### config.mk
export PLATFORM = sky130hd
export DESIGN_NAME = cal_alarm_top
export DESIGN_NICKNAME = d
export VERILOG_FILES = /design/src/rtl/cal_pkg.sv /design/src/rtl/cal_check.sv /design/src/rtl/cal_counter.sv /design/src/rtl/cal_alarm.sv /design/src/rtl/cal_alarm_top.sv
export SDC_FILE = /design/constraint.sdc
export NUM_CORES = 1
export LEC_CHECK = 0
export BUFFER_PORTS_ARGS = -buffer_cell sky130_fd_sc_hd__buf_2
export CAP_MARGIN = 20
export CORE_ASPECT_RATIO = 1.2
export CORE_MARGIN = 2
export CORE_UTILIZATION = 58
export DETAILED_ROUTE_END_ITERATION = 10
export HOLD_SLACK_MARGIN = 0.03
export PLACE_DENSITY = 0.88
export SYNTH_ARGS = -nofsm -noshare
export SYNTH_HDL_FRONTEND = slang
export SYNTH_HIERARCHICAL = 1
export SYNTH_SLANG_ARGS = --single-unit
### constraint.sdc
create_clock -name clk -period 5.4 [get_ports clk]
set_input_delay 0 -clock clk [delete_from_list [all_inputs] [get_ports clk]]
set_output_delay 0 -clock clk [all_outputs]
set_load 0.005 [all_outputs]
### src/rtl/cal_pkg.sv
package cal_pkg;

  localparam int YOFS_W = 8;
  localparam int MON_W  = 4;
  localparam int DAY_W  = 5;
  localparam int WDAY_W = 3;
  localparam int HOUR_W = 5;
  localparam int MIN_W  = 6;
  localparam int SEC_W  = 6;
  localparam int MODE_W = 2;

  typedef struct packed {
    logic [YOFS_W-1:0] yofs;
    logic [MON_W-1:0]  mon;
    logic [DAY_W-1:0]  day;
    logic [WDAY_W-1:0] wday;
    logic [HOUR_W-1:0] hour;
    logic [MIN_W-1:0]  min;
    logic [SEC_W-1:0]  sec;
  } cal_t;

  typedef enum logic [MODE_W-1:0] {
    MATCH_HMS   = 2'd0,
    MATCH_DHMS  = 2'd1,
    MATCH_MDHMS = 2'd2,
    MATCH_ALL   = 2'd3
  } match_e;

  localparam cal_t CAL_RESET = '{yofs: '0, mon: 4'd1, day: 5'd1, wday: '0,
                                 hour: '0, min: '0, sec: '0};

  // Signed offset to absolute year.
  function automatic int full_year(input logic [YOFS_W-1:0] ofs, input int base);
    return base + int'($signed(ofs));
  endfunction

  function automatic logic leap_year(input int y);
    return (((y % 4) == 0) && ((y % 100) != 0)) || ((y % 400) == 0);
  endfunction

  function automatic logic [DAY_W-1:0] month_days(input logic [MON_W-1:0] mon,
                                                  input logic leap);
    case (mon)
      4'd2:                      return leap ? 5'd29 : 5'd28;
      4'd4, 4'd6, 4'd9, 4'd11:   return 5'd30;
      default:                   return 5'd31;
    endcase
  endfunction

  function automatic logic fields_legal(input cal_t c, input logic use_wday, input int base);
    logic [DAY_W-1:0] lim;
    lim = month_days(c.mon, leap_year(full_year(c.yofs, base)));
    return (c.mon >= 4'd1) && (c.mon <= 4'd12) &&
           (c.day >= 5'd1) && (c.day <= lim) &&
           (c.hour < 5'd24) && (c.min < 6'd60) && (c.sec < 6'd60) &&
           (!use_wday || (c.wday < 3'd7));
  endfunction

  function automatic logic fields_match(input cal_t cur, input cal_t alm, input match_e mode);
    logic eq;
    eq = (cur.sec == alm.sec) && (cur.min == alm.min) && (cur.hour == alm.hour);
    if (mode != MATCH_HMS)                         eq = eq && (cur.day == alm.day);
    if (mode == MATCH_MDHMS || mode == MATCH_ALL)  eq = eq && (cur.mon == alm.mon);
    if (mode == MATCH_ALL)                         eq = eq && (cur.yofs == alm.yofs);
    return eq;
  endfunction

endpackage

### src/rtl/cal_check.sv
module cal_check
  import cal_pkg::*;
#(
  parameter int BASE_YEAR = 2112,
  parameter bit USE_WDAY  = 1'b1
) (
  input  cal_t val,
  output logic ok
);

  generate
    if (USE_WDAY) begin : g_with_wday
      assign ok = fields_legal(val, 1'b1, BASE_YEAR);
    end else begin : g_no_wday
      assign ok = fields_legal(val, 1'b0, BASE_YEAR);
    end
  endgenerate

endmodule

### src/rtl/cal_counter.sv
module cal_counter
  import cal_pkg::*;
#(
  parameter int BASE_YEAR = 2112
) (
  input  logic clk,
  input  logic rst_n,
  input  logic tick,
  input  logic ld_en,
  input  logic ld_ok,
  input  cal_t ld_val,
  output cal_t cal_q,
  output cal_t cal_nxt,
  output logic step
);

  logic             sec_wrap, min_wrap, hour_wrap, day_wrap, mon_wrap;
  logic [DAY_W-1:0] mlen;

  // A load in the same cycle swallows the tick.
  assign step = tick && !ld_en;

  always_comb begin
    mlen      = month_days(cal_q.mon, leap_year(full_year(cal_q.yofs, BASE_YEAR)));
    sec_wrap  = (cal_q.sec == 6'd59);
    min_wrap  = sec_wrap && (cal_q.min == 6'd59);
    hour_wrap = min_wrap && (cal_q.hour == 5'd23);
    day_wrap  = hour_wrap && (cal_q.day >= mlen);
    mon_wrap  = day_wrap && (cal_q.mon >= 4'd12);

    cal_nxt     = cal_q;
    cal_nxt.sec = sec_wrap ? '0 : cal_q.sec + 6'd1;
    if (sec_wrap) cal_nxt.min  = min_wrap ? '0 : cal_q.min + 6'd1;
    if (min_wrap) cal_nxt.hour = hour_wrap ? '0 : cal_q.hour + 5'd1;
    if (hour_wrap) begin
      cal_nxt.wday = (cal_q.wday >= 3'd6) ? '0 : cal_q.wday + 3'd1;
      cal_nxt.day  = day_wrap ? 5'd1 : cal_q.day + 5'd1;
    end
    if (day_wrap) cal_nxt.mon  = mon_wrap ? 4'd1 : cal_q.mon + 4'd1;
    if (mon_wrap) cal_nxt.yofs = cal_q.yofs + 8'd1;
  end

  always_ff @(posedge clk) begin
    if (!rst_n) begin
      cal_q <= CAL_RESET;
    end else if (ld_en) begin
      if (ld_ok) cal_q <= ld_val;
    end else if (tick) begin
      cal_q <= cal_nxt;
    end
  end

endmodule

### src/rtl/cal_alarm.sv
module cal_alarm
  import cal_pkg::*;
(
  input  logic   clk,
  input  logic   rst_n,
  input  logic   wr_en,
  input  logic   wr_ok,
  input  cal_t   wr_val,
  input  match_e mode,
  input  logic   step,
  input  cal_t   cal_nxt,
  input  logic   clr,
  output logic   hit,
  output logic   flag
);

  cal_t alm_q;

  // Compare against the value the calendar is about to take.
  assign hit = step && fields_match(cal_nxt, alm_q, mode);

  always_ff @(posedge clk) begin
    if (!rst_n) begin
      alm_q <= CAL_RESET;
    end else if (wr_en && wr_ok) begin
      alm_q <= wr_val;
    end
  end

  always_ff @(posedge clk) begin
    if (!rst_n)   flag <= 1'b0;
    else if (hit) flag <= 1'b1;
    else if (clr) flag <= 1'b0;
  end

endmodule

### src/rtl/cal_alarm_top.sv
module cal_alarm_top
  import cal_pkg::*;
#(
  parameter int BASE_YEAR = 2112
) (
  input  logic              clk,
  input  logic              rst_n,
  input  logic              tick,
  input  logic              ld_en,
  input  logic [YOFS_W-1:0] ld_yofs,
  input  logic [MON_W-1:0]  ld_mon,
  input  logic [DAY_W-1:0]  ld_day,
  input  logic [WDAY_W-1:0] ld_wday,
  input  logic [HOUR_W-1:0] ld_hour,
  input  logic [MIN_W-1:0]  ld_min,
  input  logic [SEC_W-1:0]  ld_sec,
  input  logic              alm_wr_en,
  input  logic [YOFS_W-1:0] alm_yofs,
  input  logic [MON_W-1:0]  alm_mon,
  input  logic [DAY_W-1:0]  alm_day,
  input  logic [HOUR_W-1:0] alm_hour,
  input  logic [MIN_W-1:0]  alm_min,
  input  logic [SEC_W-1:0]  alm_sec,
  input  logic [MODE_W-1:0] alm_mode,
  input  logic              alm_clr,
  output logic [YOFS_W-1:0] cur_yofs,
  output logic [MON_W-1:0]  cur_mon,
  output logic [DAY_W-1:0]  cur_day,
  output logic [WDAY_W-1:0] cur_wday,
  output logic [HOUR_W-1:0] cur_hour,
  output logic [MIN_W-1:0]  cur_min,
  output logic [SEC_W-1:0]  cur_sec,
  output logic              alm_flag,
  output logic              wr_err
);

  cal_t ld_val, alm_val, cal_q, cal_nxt;
  logic ld_ok, alm_ok, step, alm_hit;

  assign ld_val  = '{yofs: ld_yofs, mon: ld_mon, day: ld_day, wday: ld_wday,
                     hour: ld_hour, min: ld_min, sec: ld_sec};
  assign alm_val = '{yofs: alm_yofs, mon: alm_mon, day: alm_day, wday: '0,
                     hour: alm_hour, min: alm_min, sec: alm_sec};

  cal_check #(.BASE_YEAR(BASE_YEAR), .USE_WDAY(1'b1)) u_ld_chk (
    .val (ld_val),
    .ok  (ld_ok)
  );

  cal_check #(.BASE_YEAR(BASE_YEAR), .USE_WDAY(1'b0)) u_alm_chk (
    .val (alm_val),
    .ok  (alm_ok)
  );

  cal_counter #(.BASE_YEAR(BASE_YEAR)) u_cnt (
    .clk     (clk),
    .rst_n   (rst_n),
    .tick    (tick),
    .ld_en   (ld_en),
    .ld_ok   (ld_ok),
    .ld_val  (ld_val),
    .cal_q   (cal_q),
    .cal_nxt (cal_nxt),
    .step    (step)
  );

  cal_alarm u_alm (
    .clk     (clk),
    .rst_n   (rst_n),
    .wr_en   (alm_wr_en),
    .wr_ok   (alm_ok),
    .wr_val  (alm_val),
    .mode    (match_e'(alm_mode)),
    .step    (step),
    .cal_nxt (cal_nxt),
    .clr     (alm_clr),
    .hit     (alm_hit),
    .flag    (alm_flag)
  );

  // Error reflects the most recent write of either kind.
  always_ff @(posedge clk) begin
    if (!rst_n)
      wr_err <= 1'b0;
    else if (ld_en || alm_wr_en)
      wr_err <= (ld_en && !ld_ok) || (alm_wr_en && !alm_ok);
  end

  assign cur_yofs = cal_q.yofs;
  assign cur_mon  = cal_q.mon;
  assign cur_day  = cal_q.day;
  assign cur_wday = cal_q.wday;
  assign cur_hour = cal_q.hour;
  assign cur_min  = cal_q.min;
  assign cur_sec  = cal_q.sec;

endmodule

==> metrics <==
status completed; Crit path required time ~5.7 ns; DRT Wirelength 22.5 mm; GPL Wtd Cong 0.983; highest achievable clock rate between 150 and 200 MHz; DP Wirelength about 15 mm; Flop pwr share 0.330; Synth Warn # 6; Avg Cell Area, Syn between 7 and 8 um2; Pre-Repair DR Iteration Count 6; Chip Height around 130 um; LEAKAGE between 0.003 and 0.004 uW; vias per cell between 6 and 7; power share of the clock group 0.319; type of the worst min-delay path in -> reg; Sw Pwr 696 uW; clk root buf clkbuf_16; Layout fillers a little under 900; Arr. time, crit path roughly 5.4 ns; # rows 44; kind of end point of the critical path flop; crit path max fanout 14; initial core utilization 0.591; most frequent cells in the layout nand2_1, buf_2, a21oi_1; clock sink count 73; H-tree depth 3; Setup Skew slightly below 0.01 ns; vias in the first global route around 7500; IO Pins roughly 120; Total Die Area approximately 0.013 mm2; worst slew pin tran 0.982 ns; max cap viols 0; Netlist Area Pre-Place 0.00712 mm2; first-pass GRT wire length between 30 and 40 mm; Post-Layout Cell Count between 1000 and 1500; syn nets 1085; via count around 8300; Cell Int Power roughly 1200 uW; CTS clk-pin slew, worst paths roughly 0.060 ns; Logic pwr share 0.351; sw frac 0.360; fin crit period ~5.2 ns; total grt overflow 0; final setup fails 0; Area growth syn-to-layout 19.5%; Setup crit start kind flop; Skew-Pair Late Insertion Delay roughly 0.34 ns; CTS Buffer Depth 2; crit path kind reg -> reg; DRC viols 0; Util after Layout 0.706; die width 105 um; total track usage 0.333; WL/cell 17.6 um; Rel. slew slack 0.345; initial DRC count about 1000; buffers added on ports 117; CTS tree built; Slew Viols, Final 0; core area between 0.01 and 0.015 mm2; Routed Antenna Nets 0; Tcrit/Tclk final 0.954; most common cell after layout, fill and taps aside nand2_1; Final Hold Viols 0; total clock buffers created by CTS 9; final net count 1209; share of cells above drive strength 1 0.184; Power per Cell Area about 230 mW/mm2; pin count of the biggest net entering global routing 42; Max VDD drop 0.000149 V; Synth Instances about 980; Inst Count DP around 1200; initial antenna violation count 2
==> sequential cells by signal (all words and copies together), names as in the netlist <==
register	count
u_alm/alm_q	34
u_alm/flag	1
u_cnt/cal_q	37
wr_err	1
==> cell type report <==
class,instances,area (um2),area share
clock buffer,9,225,0.0265
multi-input combinational,805,5220,0.614
antenna,2,5.00,0.000588
inverter,34,128,0.0150
sequential,73,1460,0.172
clock inverter,7,82.6,0.00970
timing repair buffer,183,1190,0.139
tap,161,201,0.0237
==> critical path, cell delays in order, from the launching register on <==
cell and delay, ns:
dfxtp_1 0.33, clkinv_1 0.17, ha_4 0.38, buf_4 0.20, o21ai_0 0.10, a2111oi_1 0.42, a31oi_1 0.10, mux2i_2 0.30
nor3_1 0.10, a211o_1 0.27, a221oi_1 0.24, ha_1 0.15, nand2b_1 0.15, a21o_1 0.16, nand4_1 0.29, buf_4 0.25
nor2_1 0.29, o21ai_0 0.19, nand2_1 0.10, o21ai_0 0.17, xor2_1 0.22, nor4_4 0.22, a21oi_1 0.11, nor3b_2 0.17
==> through the flow <==
step / power, uW / TNS, ns / hold WS, ns / cell area [um2] / setup slack (ns)
2_1_floorplan: 1090 / 0 / 0.0718 / 7120 / 0.646
3_3_place_gp: 1250 / 0 / 0.245 / 7730 / 0.394
3_5_place_dp: 1270 / 0 / 0.251 / 7730 / 0.213
4_1_cts: 1900 / 0 / 0.0322 / 8450 / 0.172
5_1_grt: 2040 / -0.0423 / 0.0640 / 8510 / -0.0423
6_report: 1940 / 0 / 0.0510 / 8510 / 0.247
==> final timing paths <==
path | from | endpoint | slack, ns | cells after the start
max reg2reg | u_cnt/cal_q[35] | u_alm/flag | 0.25 | 23
max | u_cnt/cal_q[35] | u_alm/flag | 0.25 | 23
min reg2reg | u_alm/alm_q[11] | u_alm/alm_q[11] | 0.47 | 2
min | ld_yofs[7] | u_cnt/cal_q[36] | 0.05 | 3
==> per-layer routing <==
layer | track usage | share of wire | vias to the layer above
met2 | 0.550 | 0.48 | 546
met4 | 0.132 | 0.034 | 0
met3 | 0.0542 | 0.098 | 80
met5 | 0 | 0 | -
li1 | - | - | 3849
met1 | 0.433 | 0.39 | 3821
==> power by group through the flow <==
stage | registers, uW | clock network, uW | logic [uW]
after global placement | 646 | 0 | 608
after detailed placement | 647 | 0 | 620
after global routing | 645 | 648 | 744
after floorplan | 630 | 0 | 461
final | 639 | 618 | 680
after CTS | 636 | 617 | 648
==> timing repair <==
item / 4_1_cts / 5_1_grt
hold buffers: 41 / 0
hold endpoints to repair: 41 / 0
setup endpoints to repair: 0 / 1
setup buffers: 0 / 2
gates resized for setup: 0 / 8
Note: power is estimated with default switching activity, not from simulation.
